### src/rtl/ebi_pkg.sv
`timescale 1ns/1ps
package ebi_pkg;
  localparam logic [1:0] ADR_RDY  = 2'd0;
  localparam logic [1:0] ADR_NRDY = 2'd1;
  localparam logic [1:0] ADR_CTRL = 2'd2;

  localparam int unsigned CB_EN_RDY   = 0;
  localparam int unsigned CB_EN_NRDY  = 1;
  localparam int unsigned CB_SUM_RDY  = 2;
  localparam int unsigned CB_SUM_NRDY = 3;

  // Next value of one sticky bit: a set event overrides a clear.
  function automatic logic sticky_next(input logic cur, input logic set, input logic clr);
    return set | (cur & ~clr);
  endfunction

  // Interrupt request (active high) from the enables and the summaries.
  function automatic logic irq_req(input logic [1:0] en, input logic [1:0] sum);
    return |(en & sum);
  endfunction
endpackage

### src/rtl/ebi_status_bank.sv
`timescale 1ns/1ps
module ebi_status_bank #(
  parameter int unsigned W = 6
) (
  input  logic         clk,
  input  logic         rst_n,
  input  logic [W-1:0] set_i,
  input  logic [W-1:0] clr_i,
  output logic [W-1:0] stat_o,
  output logic         any_o
);
  import ebi_pkg::*;

  logic [W-1:0] stat_q;

  for (genvar g = 0; g < W; g++) begin : g_bit
    always_ff @(posedge clk or negedge rst_n) begin
      if (!rst_n) stat_q[g] <= 1'b0;
      else        stat_q[g] <= sticky_next(stat_q[g], set_i[g], clr_i[g]);
    end
  end

  assign stat_o = stat_q;
  assign any_o  = |stat_q;
endmodule

### src/rtl/ebi_reg_if.sv
`timescale 1ns/1ps
module ebi_reg_if #(
  parameter int unsigned NUM_EP = 6,
  parameter int unsigned DW     = 6
) (
  input  logic              reg_we,
  input  logic [1:0]        reg_addr,
  input  logic [DW-1:0]     reg_wdata,
  input  logic [NUM_EP-1:0] rdy_stat,
  input  logic [NUM_EP-1:0] nrdy_stat,
  input  logic [1:0]        en,
  input  logic [1:0]        sum,
  output logic [NUM_EP-1:0] clr_rdy,
  output logic [NUM_EP-1:0] clr_nrdy,
  output logic              en_we,
  output logic [1:0]        en_wdata,
  output logic [DW-1:0]     reg_rdata
);
  import ebi_pkg::*;

  logic wr_rdy, wr_nrdy;

  assign wr_rdy   = reg_we && (reg_addr == ADR_RDY);
  assign wr_nrdy  = reg_we && (reg_addr == ADR_NRDY);
  assign en_we    = reg_we && (reg_addr == ADR_CTRL);
  assign clr_rdy  = wr_rdy  ? ~reg_wdata[NUM_EP-1:0] : '0;
  assign clr_nrdy = wr_nrdy ? ~reg_wdata[NUM_EP-1:0] : '0;
  assign en_wdata = {reg_wdata[CB_EN_NRDY], reg_wdata[CB_EN_RDY]};

  always_comb begin
    reg_rdata = '0;
    unique case (reg_addr)
      ADR_RDY:  reg_rdata[NUM_EP-1:0] = rdy_stat;
      ADR_NRDY: reg_rdata[NUM_EP-1:0] = nrdy_stat;
      ADR_CTRL: begin
        reg_rdata[CB_EN_RDY]   = en[0];
        reg_rdata[CB_EN_NRDY]  = en[1];
        reg_rdata[CB_SUM_RDY]  = sum[0];
        reg_rdata[CB_SUM_NRDY] = sum[1];
      end
      default:  reg_rdata = '0;
    endcase
  end
endmodule

### src/rtl/ebi_irq_gen.sv
`timescale 1ns/1ps
module ebi_irq_gen (
  input  logic       clk,
  input  logic       rst_n,
  input  logic       en_we,
  input  logic [1:0] en_wdata,
  input  logic [1:0] sum,
  output logic [1:0] en_o,
  output logic       irq_n
);
  import ebi_pkg::*;

  logic [1:0] en_q;

  always_ff @(posedge clk or negedge rst_n) begin
    if (!rst_n)     en_q <= '0;
    else if (en_we) en_q <= en_wdata;
  end

  assign en_o  = en_q;
  assign irq_n = ~irq_req(en_q, sum);
endmodule

### src/rtl/ebi_buf_irq.sv
`timescale 1ns/1ps
module ebi_buf_irq #(
  parameter  int unsigned NUM_EP = 6,
  localparam int unsigned DW     = (NUM_EP > 4) ? NUM_EP : 4
) (
  input  logic              clk,
  input  logic              rst_n,
  input  logic [NUM_EP-1:0] ev_rdy,
  input  logic [NUM_EP-1:0] ev_nak,
  input  logic              reg_we,
  input  logic [1:0]        reg_addr,
  input  logic [DW-1:0]     reg_wdata,
  output logic [DW-1:0]     reg_rdata,
  output logic              irq_n
);
  logic [NUM_EP-1:0] rdy_stat, nrdy_stat, clr_rdy, clr_nrdy;
  logic              sum_rdy, sum_nrdy, en_we;
  logic [1:0]        en, en_wdata;

  ebi_status_bank #(.W(NUM_EP)) u_rdy_bank (
    .clk(clk), .rst_n(rst_n), .set_i(ev_rdy), .clr_i(clr_rdy),
    .stat_o(rdy_stat), .any_o(sum_rdy)
  );

  ebi_status_bank #(.W(NUM_EP)) u_nrdy_bank (
    .clk(clk), .rst_n(rst_n), .set_i(ev_nak), .clr_i(clr_nrdy),
    .stat_o(nrdy_stat), .any_o(sum_nrdy)
  );

  ebi_reg_if #(.NUM_EP(NUM_EP), .DW(DW)) u_reg_if (
    .reg_we(reg_we), .reg_addr(reg_addr), .reg_wdata(reg_wdata),
    .rdy_stat(rdy_stat), .nrdy_stat(nrdy_stat), .en(en),
    .sum({sum_nrdy, sum_rdy}),
    .clr_rdy(clr_rdy), .clr_nrdy(clr_nrdy),
    .en_we(en_we), .en_wdata(en_wdata), .reg_rdata(reg_rdata)
  );

  ebi_irq_gen u_irq_gen (
    .clk(clk), .rst_n(rst_n), .en_we(en_we), .en_wdata(en_wdata),
    .sum({sum_nrdy, sum_rdy}), .en_o(en), .irq_n(irq_n)
  );
endmodule

### config.mk
export PLATFORM = sky130hd
export DESIGN_NAME = ebi_buf_irq
export DESIGN_NICKNAME = d
export VERILOG_FILES = /design/src/rtl/ebi_pkg.sv /design/src/rtl/ebi_status_bank.sv /design/src/rtl/ebi_reg_if.sv /design/src/rtl/ebi_irq_gen.sv /design/src/rtl/ebi_buf_irq.sv
export SDC_FILE = /design/constraint.sdc
export NUM_CORES = 1
export LEC_CHECK = 0
export ABC_AREA = 1
export BUFFER_PORTS_ARGS = -buffer_cell sky130_fd_sc_hd__buf_2
export CORE_MARGIN = 3
export CORE_UTILIZATION = 42
export CTS_CLUSTER_SIZE = 12
export DETAILED_ROUTE_END_ITERATION = 10
export PLACE_DENSITY = 0.77
export SETUP_SLACK_MARGIN = 0.05
export SLEW_MARGIN = 20
export SYNTH_ARGS = -nofsm -noshare
export SYNTH_HDL_FRONTEND = slang
export SYNTH_SLANG_ARGS = --single-unit
### constraint.sdc
create_clock -name clk -period 0.9 [get_ports clk]
set_input_delay 0.225 -clock clk [delete_from_list [all_inputs] [get_ports clk]]
set_output_delay 0.225 -clock clk [all_outputs]
set_load 0.02 [all_outputs]
**After elaboration in Yosys (flattened, before gate mapping)**

Index checks and enable logic that the tools add are counted.

- Equality and inequality tests: 2
- Multiplexer cells: 4
- Bitwise logic cells: 39
- Reductions and logical operators: 7

Operators with widths:

| kind | count |
|---|---|
| inverter 1 bit | 13 |
| AND 1 bit | 12 |
| 2-to-1 mux 6 bit | 2 |
| OR 1 bit | 12 |
| case mux 4 bit (3 select lines) | 1 |
| OR reduction 6 bit | 2 |
| inverter 6 bit | 1 |
| case mux 2 bit (2 select lines) | 1 |
| logical AND 1 bit | 3 |
| AND 2 bit | 1 |
| equality test 2 x 1 -> 1 bit (second input constant) | 1 |
| equality test 2 bit (second input constant) | 1 |
| zero test 2 bit | 1 |
| OR reduction 2 bit | 1 |

- Flip-flop bits (word level): 14
- Logic and storage cells: 65
- Output and inout bits: 7
- Input port bits: 23

**Depth between registers and ports, before layout**

Gate-level depths: netlist (run 1).

- Depth in word-level cells: 6
- Gate-level depth with buffers: 6
- Depth with buffers taken out: 6

**Hierarchy**

A second synthesis (run 1) with hierarchy kept.

- Cells, all modules: 101
- Area, all modules: 819.5 um^2

By module, submodules not included:

| module | sequential area each (um^2) | area each (um^2) | times used | cells an instance |
|---|---|---|---|---|
| ebi_status_bank | 150.1 | 256.5 | 2 | 22 |
| ebi_reg_if | 0.0 | 215.2 | 1 | 44 |
| ebi_irq_gen | 50.0 | 91.3 | 1 | 13 |

**Worst setup path after synthesis (run 1)**

Ideal clock, no wire load.

- Kind: register to output
- Start: register u_nrdy_bank.stat_q[5] (netlist: u_nrdy_bank.stat_o[5])
- End: output port irq_n
- Cell stages (with the launch flop): 6
- Arrival: 0.789 ns
- Setup slack: -0.114 ns
- Required time: 0.675 ns
- Path buffers: 0
- Path through: dfrtp_1 > nor2_1 > nand3_1 > nand2_1 > nand2_1 > inv_1

- Longest elaborated chain between the ends: 4

RTL lines:

| item | line | RTL |
|---|---|---|
| from (decl) | ebi_status_bank.sv:14 | `logic [W-1:0] stat_q;` |
| from (signal, indexed assignment) | ebi_status_bank.sv:19 | `else stat_q[g] <= sticky_next(stat_q[g], set_i[g], clr_i[g]);` |
| OR reduction 6 bit | ebi_status_bank.sv:24 | `assign any_o = \|stat_q;` |
| AND 2 bit | ebi_pkg.sv:19 | `return \|(en & sum);` |
| OR reduction 2 bit | ebi_pkg.sv:19 |  |
| inverter 1 bit | ebi_irq_gen.sv:21 | `assign irq_n = ~irq_req(en_q, sum);` |
| to (decl) | ebi_buf_irq.sv:14 | `output logic irq_n` |

Every way passes these cells.

**Worst setup path after layout (run 1)**

- Start: register u_nrdy_bank.stat_q[1] (netlist: u_nrdy_bank.stat_o[1])
- End: output port irq_n

The elaborated chain is that of the path after synthesis.

==> metrics, run 1 <==
run status finished with violations; failing checks negative setup slack; clock power share 0.287; Overall Global Routing Usage 0.176; register area 350 um2; DR WL/cell 10.9 um; fraction of layout cells with a size suffix above 1 0.449; Final #Nets 182; IO Port Bufs 29; DRT Wirelength 1980 um; GP Congestion 0.790; critical path class reg -> out; Synth Area in XOR/XNOR 0; Power per Cell Area 1270 mW/mm2; Critical Path End Type primary output; number of diodes 0; CTS Buf Count 3; first-pass GRT wire length 3260 um; max-slew violations 0; #FFs+latches synth 14; r2r startpoint u_rdy_bank.stat_o[1]$_DFF_PN0_; synthesized area per cell around 7 um2; Ports 30; post-DP HPWL roughly 1500 um; IR drop worst, VDD about 0.00081 V; CP Launch Type flop; Arr. time, crit path 1190 ps; multi-input logic area ~380 um2; DRT antenna net count 0; syn_nets 129; CTS tree done; Die Wd roughly 49 um; via density per instance 4.43; drt pass-1 iters 4; most frequent cell after synthesis nand2_1; Root Buffer Master clkbuf_4; Logic pwr share 0.278; r2r setup slk 50 ps; register area share after synthesis 0.459; dpl ws -296 ps; DIE AREA 0.00236 mm2; mux contribution to synthesized area 0; CTS max path bufs 2; max_slew headroom 0.784; Final Setup Violations 7; final cycle utilization of the critical path 1.58; Synth area leaders dfrtp_1 (46%), nand2_1 (21%), inv_1 (10%), nor2_4 (5.9%), nand3_1 (3.9%); sw frac 0.285; Syn Std Cell Area around 760 um2; Fin Setup TNS -3390 ps; EDFF count, synth 0; Flop pwr share 0.436; total number of vias 807; Residual DRC 0; H-tree Lvls 1; vias in the first global route 800; Fin Clk Skew 0 ps; R2R Path End u_rdy_bank.stat_o[1]$_DFF_PN0_; CP endpoint irq_n; area leader, netlist dfrtp_1; final hold violations 0; RSZ-0062 raised after global routing true; Die H 48.6 um; Area Growth Syn to Fin 61.3%; Worst-Margin Slew 323 ps; met1 Usage GRT 0.216; total gr overflow 0; Leak roughly 0.67 nW; clock sinks 14; Distinct cells, synth 12; top_reg_cell synth dfrtp_1; DRT iter0 DRCs 13; Yosys Warn Count 0; met2 Usage GRT 0.310; Clk pin slew, worst setup/hold paths 90 ps; std cell rows 14; worst path required time approximately 670 ps; max_cap viols 0; peak fanout along the critical path 2; core area between 0.0015 and 0.002 mm2; fmax a little over 700 MHz; Adder-Cell Fraction of Synth Area 0; worst reg2reg path depth 4; GRT busiest layer met2; Net Switching 0.000447 W; post-synthesis async set-or-reset flop share 1.00; Starting Density 0.474; Hold WC Path Type in -> reg; Power, Total 0.00157 W; post-synthesis simple-gate area fraction 0.357; final std cells w/o fill roughly 180; largest family of logic cells by synthesized area simple AND/OR/NAND/NOR gates; most frequent cells after synthesis nand2_1 (42), inv_1 (21), dfrtp_1 (14); met3 usage 0.0399; CP startpoint u_nrdy_bank.stat_o[1]$_DFF_PN0_; Int Pwr 0.00112 W; post-synth top area share 0.459; fillcell total about 140; largest net degree at the start of global routing 15; later-pin clock latency in the skew report ~270 ps; # placed instances about 170; post-synthesis cell count 106; Layout Utilization 0.764; Worst Slack Setup Final -518 ps; initial antenna violation count 0; Final min period 1420 ps; complex-gate fraction of the synthesized area 0.0754
power by group through the flow:
stage,clock (W),combinational (W),sequential [W]
after global routing,0.000498,0.000473,0.000687
after CTS,0.000453,0.000423,0.000683
final,0.000449,0.000435,0.000683
after detailed placement,0,0.000356,0.000695
after global placement,0,0.000349,0.000693
after floorplan,0,0.000188,0.000693
per-layer routing:
metal / up-vias / part of all wire / wire length [um]
met5: - / 0 / 0
met4: 0 / 0.0040 / 8
met3: 2 / 0.064 / 126
met1: 349 / 0.44 / 864
met2: 35 / 0.49 / 977
li1: 421 / - / -
sequential cells by signal (all words and copies together), names as in the netlist:
name and flops:
u_rdy_bank.stat_o 6, u_nrdy_bank.stat_o 6, u_irq_gen.en_o 2
critical path, stage by stage (launching register included):
cell and delay (ps):
dfrtp_1 380, nor2_1 120, nand3_1 110, nand2_1 80, nand2_1 60, inv_2 50
buf_6 100
worst min path at each step:
stage                   start  cells after the start                              end
finish              ev_nak[3]                      3  u_nrdy_bank.stat_o[3]$_DFF_PN0_
CTS                 ev_nak[3]                      3  u_nrdy_bank.stat_o[3]$_DFF_PN0_
detailed placement      rst_n                      1   u_rdy_bank.stat_o[1]$_DFF_PN0_
global route        ev_rdy[1]                      3   u_rdy_bank.stat_o[1]$_DFF_PN0_
global placement        rst_n                      1   u_rdy_bank.stat_o[2]$_DFF_PN0_
floorplan               rst_n                      0    u_irq_gen.en_o[0]$_DFFE_PN0P_
cells in the final DEF, fill, tap and decap left out, drive strengths merged:
| cell | instances |
|---|---|
| clkbuf | 4 |
| inv | 22 |
| nand3 | 6 |
| dfrtp | 14 |
| nor2 | 10 |
| nand2 | 44 |
| dlygate4sd3 | 1 |
| o21ai | 8 |
| buf | 47 |
| a22o | 2 |
per-stage QoR:
stage	hold WS (ps)	instance area, um2
after floorplan	-70.6	792
after global placement	130	1080
after detailed placement	136	1080
after CTS	125	1200
after global routing	125	1230
final	119	1230
cell families (layout without fill, tap and decap cells):
group / after synthesis / in the layout
DFF: 14 / 14
AOI/OAI and AO/OA: 10 / 10
buffers and inverters: 22 / 74
and+or+nand+nor: 60 / 60
final cells by class:
class	instances	area share
clock buffers	4	0.0295
well taps	24	0.0244
repair buffers	48	0.284
flip-flops and latches	14	0.285
inverters	22	0.0671
multi-input cells	70	0.311
repair_timing:
item / CTS / global route
setup buffers: 1 / 2
setup endpoints to repair: 7 / 9
hold buffers: 1 / 0
endpoints found under the hold margin: 14 / 0
gates resized for setup: 22 / 6
pin swaps: 5 / 11
(Power assumes the default switching activity.)
==> inputs of run 2 (changes only) <==
SETUP_SLACK_MARGIN = not set   (was 0.05)
==> run 2 against run 1 <==
The flow still finishes with violations (negative setup slack). Sequential cell count unchanged. Worst hold slack better by 13 ps. First-iteration DRC count shrank 46%. Register-to-register slack improved by 90 ps. Via count increased by 2.2%. Non-clock buffer count fell by 5. Sequential power about the same. Critical endpoint is now reg_rdata[3].
==> metrics, run 2 (synthesized netlist as in run 1, its figures left out) <==
Power, Total 0.00144 W (-8.2%); later-pin clock latency in the skew report 270 ps (about the same); Critical Path End Type primary output; multi-input logic area 368 um2 (-3.9%); Clk pin slew, worst setup/hold paths 80 ps (about the same); via density per instance 4.69 (+5.7%); core area 0.00161 mm2 (unchanged); clock sinks 14 (unchanged); Overall Global Routing Usage 0.184 (+0.00788); final hold violations 0 (unchanged); final cycle utilization of the critical path 1.61 (+0.0329); Final Setup Violations 7 (unchanged); Starting Density 0.474 (unchanged); CTS max path bufs 2 (unchanged); number of diodes 0 (unchanged); peak fanout along the critical path 2 (unchanged); Die Wd 48.6 um (unchanged); max_slew headroom 0.781 (-0.00304); fraction of layout cells with a size suffix above 1 0.408 (-0.0415); Worst Slack Setup Final -548 ps (-29.6 ps); H-tree Lvls 1 (unchanged); Worst-Margin Slew 328 ps (+4.56 ps); largest net degree at the start of global routing 15 (unchanged); total gr overflow 0 (unchanged); initial antenna violation count 0 (unchanged); CTS Buf Count 3 (unchanged); final std cells w/o fill 176 (-3.3%); post-DP HPWL 1470 um (-3.4%); Leak 0.637 nW (-5.1%); Area Growth Syn to Fin 54.1%; Arr. time, crit path 1220 ps (+30 ps); Final #Nets 177 (-2.7%); Die H 48.6 um (unchanged); IO Port Bufs 29 (unchanged); first-pass GRT wire length 3390 um (+3.8%); run status finished with violations; DR WL/cell 11.2 um (+3.0%); IR drop worst, VDD 0.000898 V (+10%); fillcell total 152 (+11%); DRT antenna net count 0 (unchanged); Fin Setup TNS -3300 ps (+96.2 ps); DRT Wirelength 1970 um (-0.35%); failing checks negative setup slack; hold_ws 132 ps (+12.9 ps); drt pass-1 iters 4 (unchanged); worst path required time 670 ps (about the same); DRT iter0 DRCs 7 (-6); register area 350 um2 (unchanged); max_cap viols 0 (unchanged); Hold WC Path Type in -> reg; DIE AREA 0.00236 mm2 (unchanged); CP Launch Type flop; Final min period 1450 ps (+29.6 ps); # placed instances 172 (-1.1%); Ports 30 (unchanged); vias in the first global route 867 (+8.4%); Power per Cell Area 1220 mW/mm2 (-3.9%); RSZ-0062 raised after global routing true; Layout Utilization 0.730 (-0.0342); commonest non-fill, non-tap cell in the layout nand2_1; std cell rows 14 (unchanged); CTS tree done; Fin Clk Skew 0 ps (unchanged); Residual DRC 0 (unchanged); max-slew violations 0 (unchanged); commonest cells after routing, fill and taps aside nand2_1 (37), buf_2 (22), inv_1 (20); Root Buffer Master clkbuf_4; GP Congestion 0.802 (+1.6%); total number of vias 825 (+2.2%); fmax 691 MHz (-2.0%); critical path class reg -> out
-- run 2: changes by cell type in the layout (fill, tap and decap cells not counted), sizes merged --
cell / before / now
clkbuf: 4 / 3
buf: 47 / 42
-- run 2: final cells by class --
| cell class | count | share of cell area |
|---|---|---|
| clock buffer | 3 | 0.0191 |
| inverter | 22 | 0.0702 |
| multi-input combinational | 70 | 0.313 |
| sequential | 14 | 0.298 |
| tap | 24 | 0.0255 |
| timing repair buffer | 43 | 0.274 |
-- run 2: timing repair --
action                     4_1_cts  5_1_grt
hold buffers                     1        0
hold endpoints to repair        14        0
pin swaps                       10        6
setup buffers                    0        1
cloned                           0        0
setup endpoints to repair        7       12
resized for setup               22       11
-- run 2: metrics by stage --
stage	cell area, um2	setup WS, ps
final	1180	-548
after floorplan	773	-79.0
after detailed placement	1050	-280
after global routing	1180	-640
after global placement	1050	-241
after CTS	1150	-520
-- run 2: power by group --
group,leakage [nW],internal (W),switching [W]
clock,0.0138,0.000155,0.000183
combinational,0.488,0.000198,0.000216
sequential,0.134,0.000661,0.0000244
total,0.637,0.00101,0.000424
-- run 2: final timing paths --
| check | slack (ps) | startpoint | end | cells past startpoint |
|---|---|---|---|---|
| max | -550 | u_nrdy_bank.stat_o[1]$_DFF_PN0_ | reg_rdata[3] | 5 |
| min | 130 | ev_rdy[4] | u_rdy_bank.stat_o[4]$_DFF_PN0_ | 3 |
| max reg2reg | 140 | u_rdy_bank.stat_o[5]$_DFF_PN0_ | u_rdy_bank.stat_o[5]$_DFF_PN0_ | 3 |
| min reg2reg | 530 | u_irq_gen.en_o[0]$_DFFE_PN0P_ | u_irq_gen.en_o[0]$_DFFE_PN0P_ | 2 |
| max in group asynchronous | 280 | rst_n | u_irq_gen.en_o[0]$_DFFE_PN0P_ | 2 |
| min in group asynchronous | 380 | rst_n | u_rdy_bank.stat_o[2]$_DFF_PN0_ | 2 |
-- run 2: routing by layer --
metal  vias to the layer above  wire, um  global-route usage
met2                        31       968               0.321
li1                        410         -                   -
met5                         -         0                   0
met1                       378       815               0.203
met3                         6       144              0.0552
met4                         0        40              0.0853
-- run 2: critical path, stage by stage (launching register included) --
cell     delay (ps)
dfrtp_1         400
nor2_1          130
nand3_1         110
nand2_1         110
nand3_2          70
buf_6           130
==> inputs of run 3 (changes only) <==
CELL_PAD_IN_SITES_DETAIL_PLACEMENT = 1   (was not set)
CELL_PAD_IN_SITES_GLOBAL_PLACEMENT = 1   (was not set)
CORE_UTILIZATION = 29   (was 42)
CTS_CLUSTER_DIAMETER = 200   (was not set)
==> run 3 against run 2 <==
The run still ends with negative setup slack left. Non-clock buffer count grew 8. Critical path depth grew 1. Power grew 12%. Clock power grew 32%. Highest routed layer is now met3.
==> metrics, run 3 (synthesized netlist as in run 1, its figures left out) <==
peak fanout along the critical path 2 (unchanged); Overall Global Routing Usage 0.150 (-0.0341); GP Congestion 0.772 (-3.7%); H-tree Lvls 1 (unchanged); Die Wd 57.3 um (+18%); commonest non-fill, non-tap cell in the layout nand2_1; total number of vias 870 (+5.5%); Final min period 1450 ps (+5.04 ps); max_cap viols 0 (unchanged); via density per instance 4.60 (-1.8%); Hold WC Path Type in -> reg; max_slew headroom 0.785 (+0.00404); Worst-Margin Slew 322 ps (-6.05 ps); CTS tree done; run status finished with violations; Worst Slack Setup Final -553 ps (-5.04 ps); initial antenna violation count 0 (unchanged); CTS Buf Count 3 (unchanged); final cycle utilization of the critical path 1.61 (+0.00560); Arr. time, crit path 1230 ps (about the same); Clk pin slew, worst setup/hold paths 90 ps (about the same); DRT iter0 DRCs 12 (+5); CP Launch Type flop; drt pass-1 iters 3 (-1); first-pass GRT wire length 3910 um (+16%); Root Buffer Master clkbuf_4; number of diodes 0 (unchanged); commonest cells after routing, fill and taps aside nand2_1 (35), buf_2 (21), inv_1 (20); Residual DRC 0 (unchanged); core area 0.00236 mm2 (+47%); DIE AREA 0.00328 mm2 (+39%); CTS max path bufs 2 (unchanged); Critical Path End Type primary output; largest net degree at the start of global routing 15 (unchanged); DRT antenna net count 0 (unchanged); final hold violations 0 (unchanged); max-slew violations 0 (unchanged); DR WL/cell 13.1 um (+17%); failing checks negative setup slack; IR drop worst, VDD 0.000980 V (+9.1%); Leak 0.695 nW (+9.2%); Die H 57.3 um (+18%); DRT Wirelength 2480 um (+26%); fmax 688 MHz (-0.35%); IO Port Bufs 29 (unchanged); worst path required time 670 ps (about the same); Final Setup Violations 13 (+6); fraction of layout cells with a size suffix above 1 0.516 (+0.108); post-DP HPWL 1860 um (+27%); Fin Clk Skew 0 ps (unchanged); critical path class reg -> out; total gr overflow 0 (unchanged); clock sinks 14 (unchanged); hold_ws 125 ps (-7.38 ps); vias in the first global route 914 (+5.4%); fillcell total 303 (+99%); Final #Nets 185 (+4.5%); Starting Density 0.323 (-0.150); std cell rows 17 (+3); RSZ-0062 raised after global routing true; Power, Total 0.00162 W (+12%); Ports 30 (unchanged); Area Growth Syn to Fin 72.6%; Power per Cell Area 1230 mW/mm2 (+0.41%); later-pin clock latency in the skew report 270 ps (about the same)
## run 3: cell count changes in the layout (fill, tap and decap cells not counted), sizes merged
cell	previous run	this run
clkbuf	3	4
buf	42	50
## run 3: final cells by class
cell class              count  area [um2]  area share
multi-input cells          70         417       0.316
repair buffers             51         397       0.301
flip-flops and latches     14         350       0.266
inverters                  22        82.6      0.0627
clock buffers               4        36.3      0.0275
well taps                  28        35.0      0.0266
## run 3: critical path, stage by stage, from the launching register on
cell     delay (ps)
dfrtp_1         410
nor2_2          140
nand3_2         100
nand2_2          80
nand2_2          60
inv_2            50
buf_6           100
## run 3: routing by layer
| metal | GRT usage | up-vias | share of wire |
|---|---|---|---|
| li1 | - | 427 | - |
| met2 | 0.263 | 26 | 0.56 |
| met1 | 0.196 | 417 | 0.40 |
| met5 | 0 | - | 0 |
| met3 | 0.0226 | 0 | 0.044 |
| met4 | 0.0298 | 0 | 0 |
## run 3: where the power goes
| group | internal [W] | leakage [nW] | switching [W] |
|---|---|---|---|
| Clock | 0.000246 | 0.0210 | 0.000201 |
| Combinational | 0.000234 | 0.539 | 0.000246 |
| Sequential | 0.000661 | 0.134 | 0.0000295 |
| Total | 0.00114 | 0.695 | 0.000476 |
## run 3: path summary, 6_finish.rpt
| kind | cells past startpoint | from | endpoint | slack [ps] |
|---|---|---|---|---|
| worst max-delay path | 6 | u_nrdy_bank.stat_o[0]$_DFF_PN0_ | irq_n | -550 |
| worst min-delay path | 3 | ev_rdy[2] | u_rdy_bank.stat_o[2]$_DFF_PN0_ | 130 |
| worst max register to register | 4 | u_rdy_bank.stat_o[0]$_DFF_PN0_ | u_rdy_bank.stat_o[0]$_DFF_PN0_ | 40 |
| worst min register to register | 2 | u_irq_gen.en_o[0]$_DFFE_PN0P_ | u_irq_gen.en_o[0]$_DFFE_PN0P_ | 550 |
| max in group asynchronous | 2 | rst_n | u_irq_gen.en_o[1]$_DFFE_PN0P_ | 290 |
| min in group asynchronous | 2 | rst_n | u_rdy_bank.stat_o[2]$_DFF_PN0_ | 370 |
## run 3: timing repair
action | in CTS | in global routing
setup endpoints to repair | 7 | 13
hold endpoints to repair | 14 | 0
pin swaps | 8 | 10
resized for setup | 26 | 28
setup buffers | 0 | 6
hold buffers | 1 | 0
## run 3: through the flow
stage	TNS [ps]	std cells	setup slack, ps	cell area (um2)	utilization
2_1_floorplan	-208	106	-79.0	773	-
3_3_place_gp	-3600	178	-249	1070	0.452
3_5_place_dp	-4290	178	-294	1070	0.452
4_1_cts	-3450	183	-554	1200	0.507
5_1_grt	-5160	189	-614	1320	0.558
6_report	-4330	189	-553	1320	0.558
